**src/rtl/ftx_pkg.sv**
```systemverilog
package ftx_pkg;
  typedef enum logic [1:0] {
    ST_IDLE  = 2'd0,
    ST_LEAD  = 2'd1,
    ST_SHIFT = 2'd2
  } ftx_state_t;
endpackage

```
**src/rtl/ftx_bitclk.sv**
```systemverilog
module ftx_bitclk #(
  parameter int DIVW = 16
) (
  input  logic            clk,
  input  logic            rst,
  input  logic            use_int,
  input  logic [DIVW-1:0] div,
  input  logic            sclk_ext,
  output logic            sclk_o,
  output logic            tick
);
  logic [DIVW-1:0] cnt;
  logic            sclk_q;
  logic [2:0]      ext_sync;

  always_ff @(posedge clk) begin
    if (rst) begin
      cnt      <= '0;
      sclk_q   <= 1'b0;
      ext_sync <= '0;
    end else begin
      ext_sync <= {ext_sync[1:0], sclk_ext};
      if (use_int) begin
        if (cnt == div) begin
          cnt    <= '0;
          sclk_q <= ~sclk_q;
        end else begin
          cnt <= cnt + 1'b1;
        end
      end else begin
        cnt    <= '0;
        sclk_q <= 1'b0;
      end
    end
  end

  // falling edge of the serial clock: launch point for data and frame sync
  assign tick   = use_int ? (sclk_q && (cnt == div)) : (ext_sync[2] && !ext_sync[1]);
  assign sclk_o = sclk_q;
endmodule

```
**src/rtl/ftx_fifo.sv**
```systemverilog
module ftx_fifo #(
  parameter int W     = 32,
  parameter int DEPTH = 8,
  parameter int AW    = $clog2(DEPTH)
) (
  input  logic         clk,
  input  logic         rst,
  input  logic         push_req,
  input  logic         pop,
  input  logic [W-1:0] din,
  output logic [W-1:0] dout,
  output logic         full,
  output logic         empty,
  output logic [AW:0]  level
);
  logic [W-1:0]  mem [DEPTH];
  logic [AW-1:0] wptr, rptr;
  logic          push;

  assign push  = push_req && !full;
  assign full  = (level == (AW+1)'(DEPTH));
  assign empty = (level == '0);
  assign dout  = mem[rptr];

  always_ff @(posedge clk) begin
    if (push) mem[wptr] <= din;
  end

  always_ff @(posedge clk) begin
    if (rst) begin
      wptr  <= '0;
      rptr  <= '0;
      level <= '0;
    end else begin
      if (push) wptr <= (wptr == AW'(DEPTH-1)) ? '0 : wptr + 1'b1;
      if (pop)  rptr <= (rptr == AW'(DEPTH-1)) ? '0 : rptr + 1'b1;
      case ({push, pop})
        2'b10:   level <= level + 1'b1;
        2'b01:   level <= level - 1'b1;
        default: level <= level;
      endcase
    end
  end
endmodule

```
**src/rtl/frame_serial_tx.sv**
```systemverilog
module frame_serial_tx
  import ftx_pkg::*;
#(
  parameter int WMAX  = 32,
  parameter int DEPTH = 8,
  parameter int DIVW  = 16,
  parameter int LW    = $clog2(WMAX),
  parameter int AW    = $clog2(DEPTH)
) (
  input  logic            clk,
  input  logic            rst,
  input  logic [LW-1:0]   cfg_len_m1,
  input  logic            cfg_lsb_first,
  input  logic            cfg_int_clk,
  input  logic [DIVW-1:0] cfg_div,
  input  logic            cfg_fs_on,
  input  logic            cfg_fs_int,
  input  logic            cfg_fs_low,
  input  logic            cfg_fs_wide,
  input  logic            cfg_fs_late,
  input  logic            wr_en,
  input  logic [WMAX-1:0] wr_data,
  output logic            wr_full,
  input  logic            sclk_in,
  input  logic            fs_in,
  output logic            sclk_out,
  output logic            fs_out,
  output logic            sd_out,
  output logic            word_done,
  output logic            uflow_err
);
  logic            tick;
  logic [WMAX-1:0] fifo_head;
  logic            fifo_empty, fifo_pop;
  logic [AW:0]     fifo_level;

  ftx_bitclk #(.DIVW(DIVW)) u_bitclk (
    .clk(clk), .rst(rst), .use_int(cfg_int_clk), .div(cfg_div),
    .sclk_ext(sclk_in), .sclk_o(sclk_out), .tick(tick)
  );

  ftx_fifo #(.W(WMAX), .DEPTH(DEPTH)) u_fifo (
    .clk(clk), .rst(rst), .push_req(wr_en), .pop(fifo_pop), .din(wr_data),
    .dout(fifo_head), .full(wr_full), .empty(fifo_empty), .level(fifo_level)
  );

  ftx_state_t      state, nstate;
  logic [LW-1:0]   cnt, ncnt;
  logic [WMAX-1:0] word_q, nword, load_word;
  logic [1:0]      fs_sync;
  logic            fs_seen, ext_fs, int_early, last_bit;
  logic            start_now, lead_now, nsd, nfs_act;

  function automatic logic pick(input logic [WMAX-1:0] w, input logic [LW-1:0] idx,
                                input logic [LW-1:0] len, input logic lsb);
    pick = lsb ? w[idx] : w[len - idx];
  endfunction

  assign fs_seen   = fs_sync[1] ^ cfg_fs_low;
  assign ext_fs    = cfg_fs_on && !cfg_fs_int;
  assign int_early = cfg_fs_on && cfg_fs_int && !cfg_fs_late;
  assign last_bit  = (cnt == cfg_len_m1);
  assign load_word = fifo_empty ? word_q : fifo_head;
  assign fifo_pop  = tick && start_now && !fifo_empty;

  always_comb begin
    start_now = 1'b0;
    lead_now  = 1'b0;
    case (state)
      ST_IDLE: begin
        if (ext_fs) begin
          start_now = fs_seen && cfg_fs_late;
          lead_now  = fs_seen && !cfg_fs_late;
        end else begin
          start_now = !fifo_empty && !int_early;
          lead_now  = !fifo_empty && int_early;
        end
      end
      ST_LEAD: start_now = 1'b1;
      default: begin
        if (last_bit) begin
          if (ext_fs) begin
            start_now = fs_seen && cfg_fs_late;
            lead_now  = fs_seen && !cfg_fs_late;
          end else begin
            start_now = 1'b1;
          end
        end
      end
    endcase

    nstate = ST_IDLE;
    ncnt   = '0;
    nword  = word_q;
    nsd    = 1'b0;
    if (start_now) begin
      nstate = ST_SHIFT;
      nword  = load_word;
      nsd    = pick(load_word, '0, cfg_len_m1, cfg_lsb_first);
    end else if (lead_now) begin
      nstate = ST_LEAD;
    end else if (state == ST_SHIFT && !last_bit) begin
      nstate = ST_SHIFT;
      ncnt   = LW'(cnt + 1'b1);
      nsd    = pick(word_q, ncnt, cfg_len_m1, cfg_lsb_first);
    end

    nfs_act = cfg_fs_on && cfg_fs_int &&
              ((nstate == ST_LEAD) ||
               ((nstate == ST_SHIFT) &&
                (cfg_fs_wide || (cfg_fs_late ? (ncnt == '0) : (ncnt == cfg_len_m1)))));
  end

  always_ff @(posedge clk) begin
    if (rst) begin
      state     <= ST_IDLE;
      cnt       <= '0;
      word_q    <= '0;
      sd_out    <= 1'b0;
      fs_out    <= cfg_fs_low;
      word_done <= 1'b0;
      uflow_err <= 1'b0;
      fs_sync   <= '0;
    end else begin
      fs_sync   <= {fs_sync[0], fs_in};
      word_done <= tick && (state == ST_SHIFT) && last_bit;
      if (tick) begin
        state     <= nstate;
        cnt       <= ncnt;
        word_q    <= nword;
        sd_out    <= nsd;
        fs_out    <= nfs_act ^ cfg_fs_low;
        uflow_err <= uflow_err | (start_now && fifo_empty);
      end
    end
  end
endmodule

```
**config.mk**
```make
export PLATFORM = sky130hd
export DESIGN_NAME = frame_serial_tx
export DESIGN_NICKNAME = d
export VERILOG_FILES = /design/src/rtl/ftx_pkg.sv /design/src/rtl/ftx_bitclk.sv /design/src/rtl/ftx_fifo.sv /design/src/rtl/frame_serial_tx.sv
export SDC_FILE = /design/constraint.sdc
export NUM_CORES = 1
export LEC_CHECK = 0
export CAP_MARGIN = 10
export CORE_ASPECT_RATIO = 2
export CORE_MARGIN = 1
export CORE_UTILIZATION = 40
export DETAILED_ROUTE_END_ITERATION = 12
export GPL_TIMING_DRIVEN = 0
export PLACE_DENSITY = 0.6
export SLEW_MARGIN = 15
export SYNTH_ARGS = -nofsm -noshare
export SYNTH_HDL_FRONTEND = slang
export SYNTH_SLANG_ARGS = --single-unit
```
**constraint.sdc**
```tcl
create_clock -name clk -period 12.4 [get_ports clk]
set_clock_uncertainty 0.2 [all_clocks]
set_input_delay 3.1 -clock clk [delete_from_list [all_inputs] [get_ports clk]]
set_output_delay 3.1 -clock clk [all_outputs]
set_load 0.01 [all_outputs]
```
==> results by group <==
Power
  • Leakage: 5.53 nW
  • Peak supply drop: 0.105 mV
  • Tot Pwr: 2.28 mW
  • PD cells: 134 nW/um^2

Die
  • Starting Density: 40.7%
  • # rows: 98
  • Die Y: 272 um
  • # IOs: 71
  • Core region area: 35800 sq um
  • Die Span X: 137 um
  • Die area: 37200 sq um

GRT
  • Initial antenna violation count: 0
  • Total track usage: 20.7%
  • Pin count of the biggest net entering global routing: 20
  • Gr ovfl total: 0
  • First-pass GRT wire length: 56.0 mm
  • Vias in the first global route: 9307

Timing
  • Min Clock Period, post-route: 7910 ps
  • RSZ-0062 raised after global routing: false
  • Slew margin rel.: 37.7%
  • Setup TNS: 0 ps
  • Final Max Slew Viols: 0
  • Slew @ Worst Pin: 926 ps
  • Max frequency: 126 MHz
  • Final setup viols: 0
  • Final Hold Viols: 0
  • Tcrit/Tclk final: 63.8%

Synth
  • Average size of a mapped cell: 14.5 sq um
  • Synth cell types: 69
  • Post-synthesis simple-gate area fraction: 7.95%
  • Post-synthesis adder-cell area fraction: 1.39%
  • Most used DFF post-synth: edfxtp_1
  • Post-synth top area share: 53.0%
  • Largest family of logic cells by synthesized area: multiplexers
  • Mux cell area share after synthesis: 14.8%
  • Synth Register Bits: 334
  • Complex-gate fraction of the synthesized area: 6.86%
  • YS warnings: 0
  • Sequential cell area fraction in the yosys report: 63.6%
  • Post-synth EDFFs: 257
  • Async S/R FF share, synth: 0%
  • Synth area leaders: edfxtp_1 53%, dfxtp_1 11%, mux4_2 7.4%
  • Area leader, netlist: edfxtp_1
  • Synth Area in XOR/XNOR: 2.89%
  • Mapped Cells: 1002
  • Mapped Area: 14600 sq um
  • Synthesized net count: 1082

Clocking
  • Cts repair resizes: 0
  • Sink Count: 334
  • Root Driver: clkbuf_16
  • CTS Buf Count: 30
  • Hold buffers post-CTS: 0
  • H-tree depth: 1
  • Postcts setup bufs: 0
  • Clock-pin slew on the worst setup and hold paths: 60 ps
  • Worst-Skew Late Latency: 570 ps
  • Max Root-Sink Buffers: 3
  • CTS tree: done

Setup path
  • Top delay family on crit path: buffers and inverters
  • CP arrival: 8200 ps
  • Largest stage delay, worst path: 620 ps
  • Crit path top cell by count: clkbuf_1
  • Critical Path Fanout Max: 10
  • Req. time, crit path: 12690 ps
  • Slowest CP cell: clkbuf_1
  • Flop2flop setup slack: 6990 ps
  • CP Launch Type: input pin
  • Critical path, cell by cell: clkbuf_1 > inv_1 > clkbuf_1 > ha_1 > clkbuf_1 > clkbuf_1 > o31ai_1 > o31a_1 > nand3_1 > inv_1 > buf_2 > buf_2 > ha_1 > ha_1 > a21o_1 > a21oi_1 > xnor2_1 > or3_1 > a21oi_1
  • Worst Path Buf+Inv: 8
  • Crit end category: flop
  • WS Path Type: in -> reg

Detailed routing
  • First DRT Iteration DRCs: 494
  • Pre-antenna DRT Iters: 5
  • DR vias: 9033
  • Post-DR vias/cell: 5.64
  • Final ANT Viol Nets: 0
  • Average wire per standard cell: 23.3 um
  • DRC Markers: 0
  • Routed WL: 37.4 mm

Cells and area
  • Register Area: 9260 sq um
  • Fill cells: 3169
  • Fraction of layout cells with a size suffix above 1: 15.3%
  • P&R area growth vs syn: 17.1%
  • Commonest non-fill, non-tap cells in the layout: 257 x edfxtp_1, 97 x nor2_1, 77 x dfxtp_1, 68 x clkdlybuf4s50_1, 62 x mux2i_1
  • Antenna diode count: 0
  • Multi-input logic area: 4980 sq um
  • Commonest non-fill, non-tap cell in the layout: edfxtp_1
  • Nets: 1209

Run status
  • Outcome: finished, final reports clean

Placed design
  • Port Buffers: 68
  • GP Congestion: 0.939
  • Hpwl dp: 27.6 mm

Flow run
  • MaxCap Viol Count: 0

Worst hold path
  • Hold/Removal Path Class: reg -> reg
-- cell usage after synthesis (all sizes together), types with 6 or more instances --
master,instances
edfxtp,257
nor2,100
dfxtp,77
mux2i,62
mux4,59
a21oi,51
nand2,42
buf,31
xnor2,31
clkbuf,26
nor3,25
nand3,18
inv,17
xor2,17
a22oi,15
o21ai,15
mux2,14
nor2b,14
ha,13
nand2b,10
a211oi,9
o22ai,9
and3,7
o21a,6
-- layer usage --
layer | routed length [um] | vias to the layer above | share of wire (%) | global-route usage (%)
met5 | 0 | - | 0 | 0
met4 | 2050 | 0 | 5.5 | 11.5
met3 | 1430 | 99 | 3.8 | 2.39
met1 | 12900 | 4536 | 34 | 20.9
li1 | - | 4113 | - | -
met2 | 21100 | 285 | 56 | 39.8
-- power by group --
group          total [mW]  internal [mW]  switching [mW]
Clock               0.905          0.499           0.405
Combinational       0.149         0.0592          0.0900
Sequential           1.23           1.22         0.00706
Total                2.28           1.78           0.502
-- final timing paths --
kind	endpoint	from	depth (start not counted)
hold reg to reg	fs_sync[1]$_SDFF_PP0_	fs_sync[0]$_SDFF_PP0_	1
setup / recovery	u_fifo.level[3]$_SDFFE_PP0P_	cfg_len_m1[0]	19
setup reg to reg	u_fifo.level[3]$_SDFFE_PP0P_	cnt[0]$_SDFFE_PP0P_	18
hold / removal	fs_sync[1]$_SDFF_PP0_	fs_sync[0]$_SDFF_PP0_	1
-- state kept, by name, summed over array words and instances, names as in the netlist, named ones only --
signal,count
cnt,5
u_bitclk.sclk_o,1
uflow_err,1
u_bitclk.ext_sync,3
u_fifo.mem,256
u_fifo.wptr,3
sd_out,1
u_fifo.level,4
u_fifo.rptr,3
word_done,1
fs_out,1
fs_sync,2
word_q,32
state,2
u_bitclk.cnt,16
-- area by class of cell --
type                            count  share of cell area, %
Inverter                           18                  0.396
Sequential cell                   334                   54.3
Clock inverter                     19                  0.881
Multi-Input combinational cell    593                   29.2
Buffer                             57                   1.77
Clock buffer                       37                   4.68
Tap cell                          450                   3.30
Timing Repair Buffer               95                   5.44
-- per-stage QoR --
stage | cell area [sq um] | cells | util, % | hold WS [ps] | setup slack (ps)
floorplan | 14600 | 1002 | - | 214 | 5300
global placement | 15800 | 1520 | 44.1 | 228 | 1440
detailed placement | 16100 | 1547 | 45.0 | 239 | 3980
CTS | 17000 | 1603 | 47.6 | 255 | 4560
global route | 17000 | 1603 | 47.6 | 265 | 4180
finish | 17000 | 1603 | 47.6 | 243 | 4490
-- cells by family after synthesis --
kind of cell             count (synthesis)
AO/OA/AOI/OAI                          149
XOR/XNOR                                48
flip-flops                             334
buffers and inverters                   75
adder cells (fa/ha/maj)                 15
multiplexers                           135
AND/OR/NAND/NOR                        246
(Power assumes the default switching activity.)
